## src/rtl/ser_code_pkg.sv

```systemverilog
package ser_code_pkg;
  typedef struct packed {
    logic sel_n;
    logic dat;
    logic sck;
  } ser_pins_t;

  localparam ser_pins_t PINS_IDLE = '{sel_n: 1'b1, dat: 1'b0, sck: 1'b0};
endpackage

```

## src/rtl/pin_sync.sv

```systemverilog
module pin_sync #(
  parameter int             STAGES  = 2,
  parameter int             W       = 3,
  parameter logic [W-1:0]   RST_VAL = '0
) (
  input  logic         clk_i,
  input  logic         rst_ni,
  input  logic [W-1:0] d_i,
  output logic [W-1:0] q_o
);
  logic [W-1:0] stage_q [STAGES];

  for (genvar g = 0; g < STAGES; g++) begin : g_stage
    logic [W-1:0] d_stage;
    if (g == 0) begin : g_first
      assign d_stage = d_i;
    end else begin : g_next
      assign d_stage = stage_q[g-1];
    end
    always_ff @(posedge clk_i or negedge rst_ni) begin
      if (!rst_ni) stage_q[g] <= RST_VAL;
      else         stage_q[g] <= d_stage;
    end
  end

  assign q_o = stage_q[STAGES-1];
endmodule

```

## src/rtl/edge_det.sv

```systemverilog
module edge_det #(
  parameter logic RST_VAL = 1'b0
) (
  input  logic clk_i,
  input  logic rst_ni,
  input  logic lvl_i,
  output logic rise_o
);
  logic prev_q;

  always_ff @(posedge clk_i or negedge rst_ni) begin
    if (!rst_ni) prev_q <= RST_VAL;
    else         prev_q <= lvl_i;
  end

  assign rise_o = lvl_i & ~prev_q;
endmodule

```

## src/rtl/shift_unit.sv

```systemverilog
module shift_unit #(
  parameter int WIDTH = 16
) (
  input  logic             clk_i,
  input  logic             rst_ni,
  input  logic             shift_en_i,
  input  logic             bit_i,
  output logic [WIDTH-1:0] word_o
);
  logic [WIDTH-1:0] word_q;

  // oldest bits fall off the top, so the last WIDTH bits always win
  always_ff @(posedge clk_i or negedge rst_ni) begin
    if (!rst_ni)         word_q <= '0;
    else if (shift_en_i) word_q <= {word_q[WIDTH-2:0], bit_i};
  end

  assign word_o = word_q;
endmodule

```

## src/rtl/hold_unit.sv

```systemverilog
module hold_unit #(
  parameter int WIDTH = 16
) (
  input  logic             clk_i,
  input  logic             rst_ni,
  input  logic             load_i,
  input  logic [WIDTH-1:0] word_i,
  output logic [WIDTH-1:0] code_o,
  output logic             update_o
);
  logic [WIDTH-1:0] code_q;
  logic             upd_q;

  always_ff @(posedge clk_i or negedge rst_ni) begin
    if (!rst_ni) begin
      code_q <= '0;
      upd_q  <= 1'b0;
    end else begin
      upd_q <= load_i;
      if (load_i) code_q <= word_i;
    end
  end

  assign code_o   = code_q;
  assign update_o = upd_q;
endmodule

```

## src/rtl/ser_code_latch.sv

```systemverilog
module ser_code_latch
  import ser_code_pkg::*;
#(
  parameter int WIDTH       = 16,
  parameter int SYNC_STAGES = 2
) (
  input  logic             clk_i,
  input  logic             rst_ni,
  input  logic             cs_ni,
  input  logic             sdi_i,
  input  logic             sclk_i,
  output logic [WIDTH-1:0] code_o,
  output logic             update_o
);
  localparam int PW = $bits(ser_pins_t);

  ser_pins_t        pins_raw;
  ser_pins_t        pins_s;
  logic [PW-1:0]    sync_vec;
  logic             sel_s, dat_s, sck_s;
  logic             sck_rise, sel_rise, shift_en;
  logic [WIDTH-1:0] shift_q;

  assign pins_raw = '{sel_n: cs_ni, dat: sdi_i, sck: sclk_i};

  pin_sync #(
    .STAGES (SYNC_STAGES),
    .W      (PW),
    .RST_VAL(PINS_IDLE)
  ) i_pin_sync (
    .clk_i (clk_i),
    .rst_ni(rst_ni),
    .d_i   (pins_raw),
    .q_o   (sync_vec)
  );

  assign pins_s = ser_pins_t'(sync_vec);
  assign sel_s  = pins_s.sel_n;
  assign dat_s  = pins_s.dat;
  assign sck_s  = pins_s.sck;

  edge_det #(.RST_VAL(1'b0)) i_sck_edge (
    .clk_i (clk_i),
    .rst_ni(rst_ni),
    .lvl_i (sck_s),
    .rise_o(sck_rise)
  );

  edge_det #(.RST_VAL(1'b1)) i_sel_edge (
    .clk_i (clk_i),
    .rst_ni(rst_ni),
    .lvl_i (sel_s),
    .rise_o(sel_rise)
  );

  assign shift_en = sck_rise & ~sel_s;

  shift_unit #(.WIDTH(WIDTH)) i_shift (
    .clk_i     (clk_i),
    .rst_ni    (rst_ni),
    .shift_en_i(shift_en),
    .bit_i     (dat_s),
    .word_o    (shift_q)
  );

  hold_unit #(.WIDTH(WIDTH)) i_hold (
    .clk_i   (clk_i),
    .rst_ni  (rst_ni),
    .load_i  (sel_rise),
    .word_i  (shift_q),
    .code_o  (code_o),
    .update_o(update_o)
  );
endmodule

```

## config.mk

```make
export PLATFORM = sky130hd
export DESIGN_NAME = ser_code_latch
export DESIGN_NICKNAME = d
export VERILOG_FILES = /design/src/rtl/ser_code_pkg.sv /design/src/rtl/pin_sync.sv /design/src/rtl/edge_det.sv /design/src/rtl/shift_unit.sv /design/src/rtl/hold_unit.sv /design/src/rtl/ser_code_latch.sv
export SDC_FILE = /design/constraint.sdc
export NUM_CORES = 1
export LEC_CHECK = 0
export CAP_MARGIN = 5
export CORE_MARGIN = 3
export CORE_UTILIZATION = 50
export CTS_CLUSTER_SIZE = 12
export DETAILED_ROUTE_END_ITERATION = 8
export PLACE_DENSITY = 0.78
export SYNTH_ARGS = -nofsm -noshare
export SYNTH_HDL_FRONTEND = slang
export SYNTH_SLANG_ARGS = --single-unit
```

## constraint.sdc

```tcl
create_clock -name clk_i -period 3.9 [get_ports clk_i]
set_input_delay 0.78 -clock clk_i [delete_from_list [all_inputs] [get_ports clk_i]]
set_output_delay 0.78 -clock clk_i [all_outputs]
set_load 0.005 [all_outputs]
```

# --- Word level (Yosys, flattened, before mapping) ---
# Cells that the tools add are included.
totals:
  reg_bits: 41
  latchBits: 0
  mem_bits_rw: 0
  mem_bits_ro: 0
  input_bits: 5
  output_inout_bits: 17
  wordCells: 13
  memories: 0
classes:
  n_addsub: 0
  multipliers: 0
  div_mod_pow: 0
  n_lt_le_gt_ge: 0
  eq_ne: 0
  shift: 0
  mux: 0
  bitwise_logic: 6
  n_reduce_logical: 0
op_table:
  columns: ["op", "n"]
  rows:
  - ["$and 1x1->1", 3]
  - ["$not 1->1", 3]

# --- Depth between registers and ports, before layout ---
depth:
  depth_word: 3
  depth_mapped: 4
  mapped_depth_nobuf: 2

# --- Cells and area by module ---
# Synthesis repeated with hierarchy kept, for this count alone.
unflattened:
  cells_unflattened: 80
  hier_area_um2: 1569.0
by_module_without_submodules:
  columns: ["mod", "instances", "cells_per_inst", "area_per_inst_um2", "seq_area_each_um2"]
  rows:
  - ["hold_unit", 1, 35, 674.4, 425.4]
  - ["shift_unit", 1, 34, 649.4, 400.4]
  - ["pin_sync", 1, 6, 152.6, 152.6]
  - ["edge_det at i_sel_edge", 1, 2, 40.0, 26.3]
  - ["edge_det at i_sck_edge", 1, 2, 38.8, 25.0]
  - ["ser_code_latch", 1, 1, 13.8, 0.0]

# --- Least setup slack after synthesis ---
# OpenSTA, ideal clock, no wires.
synth_timing:
  path_kind: "register to register"
  startpoint: "register i_sel_edge.prev_q"
  endpoint: "register i_hold.code_q[10], in the netlist i_hold.code_o[10]"
  setup_time_ns: 0.125
  arrival_time_ns: 1.217
  t_required_ns: 3.775
  slack_ns: 2.559
  path_stages_with_launch: 5
  n_path_buf: 2
  synth_period_minus_slack_ns: 1.341
  path_cell_list: "dfstp_2 -> nand2b_1 -> buf_2 -> buf_6 -> mux2_2"
synth_between:
  elab_chain_len: 2
synth_lines:
  columns: ["item", "line_no", "rtl"]
  rows:
  - ["start, declared", "edge_det.sv:9", "logic prev_q;"]
  - ["start signal, assigned", "edge_det.sv:13", "else prev_q <= lvl_i;"]
  - ["$not 1->1", "edge_det.sv:16", "assign rise_o = lvl_i & ~prev_q;"]
  - ["$and 1x1->1", "edge_det.sv:16", null]
  - ["end signal, assigned", "hold_unit.sv:20", "if (load_i) code_q <= word_i;"]
  - ["end, declared", "hold_unit.sv:11", "logic [WIDTH-1:0] code_q;"]
# Every way passes these cells.
# A chain may end at the register's enable or synchronous reset.

# --- Worst setup path in the final report ---
layout_timing:
  startpoint: "register i_hold.code_q[2], in the netlist i_hold.code_o[2]"
  endpoint: "output code_o[2]"
layout_lines:
  columns: ["item", "line_no", "rtl"]
  rows:
  - ["end, declared", "ser_code_latch.sv:12", "output logic [WIDTH-1:0] code_o,"]
# No word-level cell between the ends.

==> run summary <==
Status -> finished, final reports clean
Mapped Cells -> 79
PD cells -> 556 nW/um2
Filler Cells Inserted -> 196
RSZ-0062 raised after global routing -> false
Core Area -> 2610 um2
Setup Fix Bufs, Post-CTS -> 0
Arrival time at the worst endpoint -> 1.21 ns
Worst-path maximum fanout -> 2
Setup violators final -> 0
Reg2Reg Setup Slack -> 2.20 ns
Vias in the first global route -> 719
Via count -> 706
CP Data Required Time -> 3.12 ns
Global-route wire length before repair -> 3.34 mm
Crit path largest cell delay -> 0.50 ns
WL/cell -> 14.5 um
Worst slew margin -> 43.9%
Critical path buffers and inverters -> 1
Clk_lat worst skew -> 0.34 ns
Fin crit share -> 51.0%
Num CTS Buffers -> 5
Worst Setup SP -> i_hold.code_o[2]$_DFFE_PN0P_
Synth cell types -> 9
Worst Reg-to-Reg Cells -> 2
FF+latch count, synth -> 41
Die X -> 59.9 um
Crit-path leading delay family -> buffers and inverters
GRT Overall Usage -> 13.5%
Port buffer count -> 21
Area growth, synth to finish -> 18.6%
HP Start -> i_pin_sync.g_stage[1].d_stage[2]$_DFF_PN1_
First DRT Iteration DRCs -> 31
Seq/Total Area, Yosys -> 71.0%
Worst setup EP type -> output port
TritonRoute pass-1 iters -> 3
DP Worst Slack -> 2.18 ns
Final WL -> 1.95 mm
Average cell area after synthesis -> 18.4 um2
Slew Limit Fails -> 0
Starting Density -> 55.5%
Post-route ant nets -> 0
Final HPWL DP -> 1.25 mm
Worst-Margin Slew -> 0.842 ns
GPL Wtd Cong -> 0.638
Clock sinks -> 41
Chip Height -> 59.9 um
Hold depth -> 0
Hold violation count in the final report -> 0
Slowest cell on the critical path -> clkdlybuf4s50_1
Setup ws final -> 1.91 ns
Layout cells sized above 1 -> 41.0%
Yosys top cell by area -> dfrtp_1
Startpoint Class -> flop
Core Rows -> 18
Max Cap Violations -> 0
Die area -> 3580 um2
Cts repair resizes -> 0
H-tree depth -> 2
Hold_buf cts -> 0
R2R Path Start -> i_sel_edge.prev_q$_DFF_PN1_
Post-synthesis net count -> 84
Clock-pin slew on the worst setup and hold paths -> 0.11 ns
Clock buffer depth -> 2
Worst r2r dst -> i_hold.code_o[2]$_DFFE_PN0P_
Cell Area, Synth -> 1450 um2
Vias per cell -> 5.23
Leak -> 0.810 nW
Area share of the largest cell type after synthesis -> 65.6%
Post-route minimum period -> 1.99 ns
Clk_skew -> 0.00865 ns
Initial antenna violation count -> 0
Ant. Diodes -> 0
Top-Level Pins -> 22
Yosys warns -> 0
Maximum VDD drop -> 0.000427 V
Root buf cell -> clkbuf_4
Worst path cell trace -> clkdlybuf4s50_1
GR Overflow Total -> 0
DRC -> 0
Setup TNS -> 0 ns
CTS tree -> built
Largest net degree at the start of global routing -> 42
Fmax -> 0.502 GHz
Critical path type -> reg2out
Hold Path Class -> reg2reg
Main area contributors after synthesis -> dfrtp_1 (66%), mux2_2 (25%), dfstp_2 (5.4%), nor3b_4 (1.3%), buf_8 (1.0%)
Nets -> 109
Hold endpoint -> i_pin_sync.q_o[2]$_DFF_PN1_
==> routing by layer <==
| layer | vias up | share of wire, % | track usage, % |
|---|---|---|---|
| met1 | 354 | 45 | 17.5 |
| met3 | 7 | 7.0 | 6.91 |
| met5 | - | 0 | 0 |
| met2 | 19 | 46 | 18.7 |
| met4 | 0 | 2.3 | 6.65 |
| li1 | 326 | - | - |
==> metrics by stage <==
stage	util, %	hold WS, ns	area, um2	power (mW)	std cells
after global routing	65.9	0.370	1720	1.02	135
after detailed placement	63.6	0.342	1660	0.756	127
final	65.9	0.364	1720	0.956	135
after floorplan	-	0.331	1450	0.642	79
after global placement	63.6	0.333	1660	0.744	127
after CTS	65.9	0.364	1720	0.971	135
==> kinds of logic (layout without fill, tap and decap cells) <==
| kind of cell | count (synthesis) | in the layout | share of synthesized area, % |
|---|---|---|---|
| muxes | 32 | 32 | 24.8 |
| buffers and inverters | 4 | 30 | 2.41 |
| and+or+nand+nor | 2 | 2 | 1.73 |
| DFF | 41 | 41 | 71.0 |
==> where the power goes <==
| part | internal [mW] | switching [mW] |
|---|---|---|
| clock network | 0.0891 | 0.124 |
| logic | 0.132 | 0.0514 |
| registers | 0.509 | 0.0501 |
==> sequential cells by signal, summed over array words and instances (netlist names) <==
name                        flops
i_hold.code_o                  16
i_hold.update_o                 1
i_pin_sync.g_stage.d_stage      3
i_pin_sync.q_o                  3
i_sck_edge.prev_q               1
i_sel_edge.prev_q               1
i_shift.word_o                 16
==> synth_stat cells <==
cell type,n
dfrtp_1,38
mux2_2,32
dfstp_2,3
buf_2,1
buf_6,1
buf_8,1
inv_1,1
nand2b_1,1
nor3b_4,1
==> worst max-delay path by stage <==
| stage | to | cells past startpoint |
|---|---|---|
| after floorplan | i_hold.code_o[10]$_DFFE_PN0P_ | 4 |
| after global placement | i_hold.code_o[0]$_DFFE_PN0P_ | 2 |
| after detailed placement | i_hold.code_o[2]$_DFFE_PN0P_ | 2 |
| after CTS | code_o[2] | 1 |
| after global routing | code_o[2] | 1 |
| final | code_o[2] | 1 |
==> cell type report <==
class / instances / area (um2) / area share [%]
inverters: 1 / 3.75 / 0.218
well taps: 30 / 37.5 / 2.18
multi-input cells: 34 / 385 / 22.4
clock buffers: 8 / 58.8 / 3.42
repair buffers: 21 / 205 / 11.9
flip-flops and latches: 41 / 1030 / 59.9
==> cell usage in the layout (no fill, tap or decap) <==
cell type / count
clkbuf_4: 5
mux2_2: 32
clkbuf_1: 2
inv_1: 1
dfrtp_1: 38
clkdlybuf4s50_1: 20
buf_2: 1
clkbuf_8: 1
nor3b_4: 1
nand2b_1: 1
dfstp_2: 3
(Power assumes the default switching activity.)
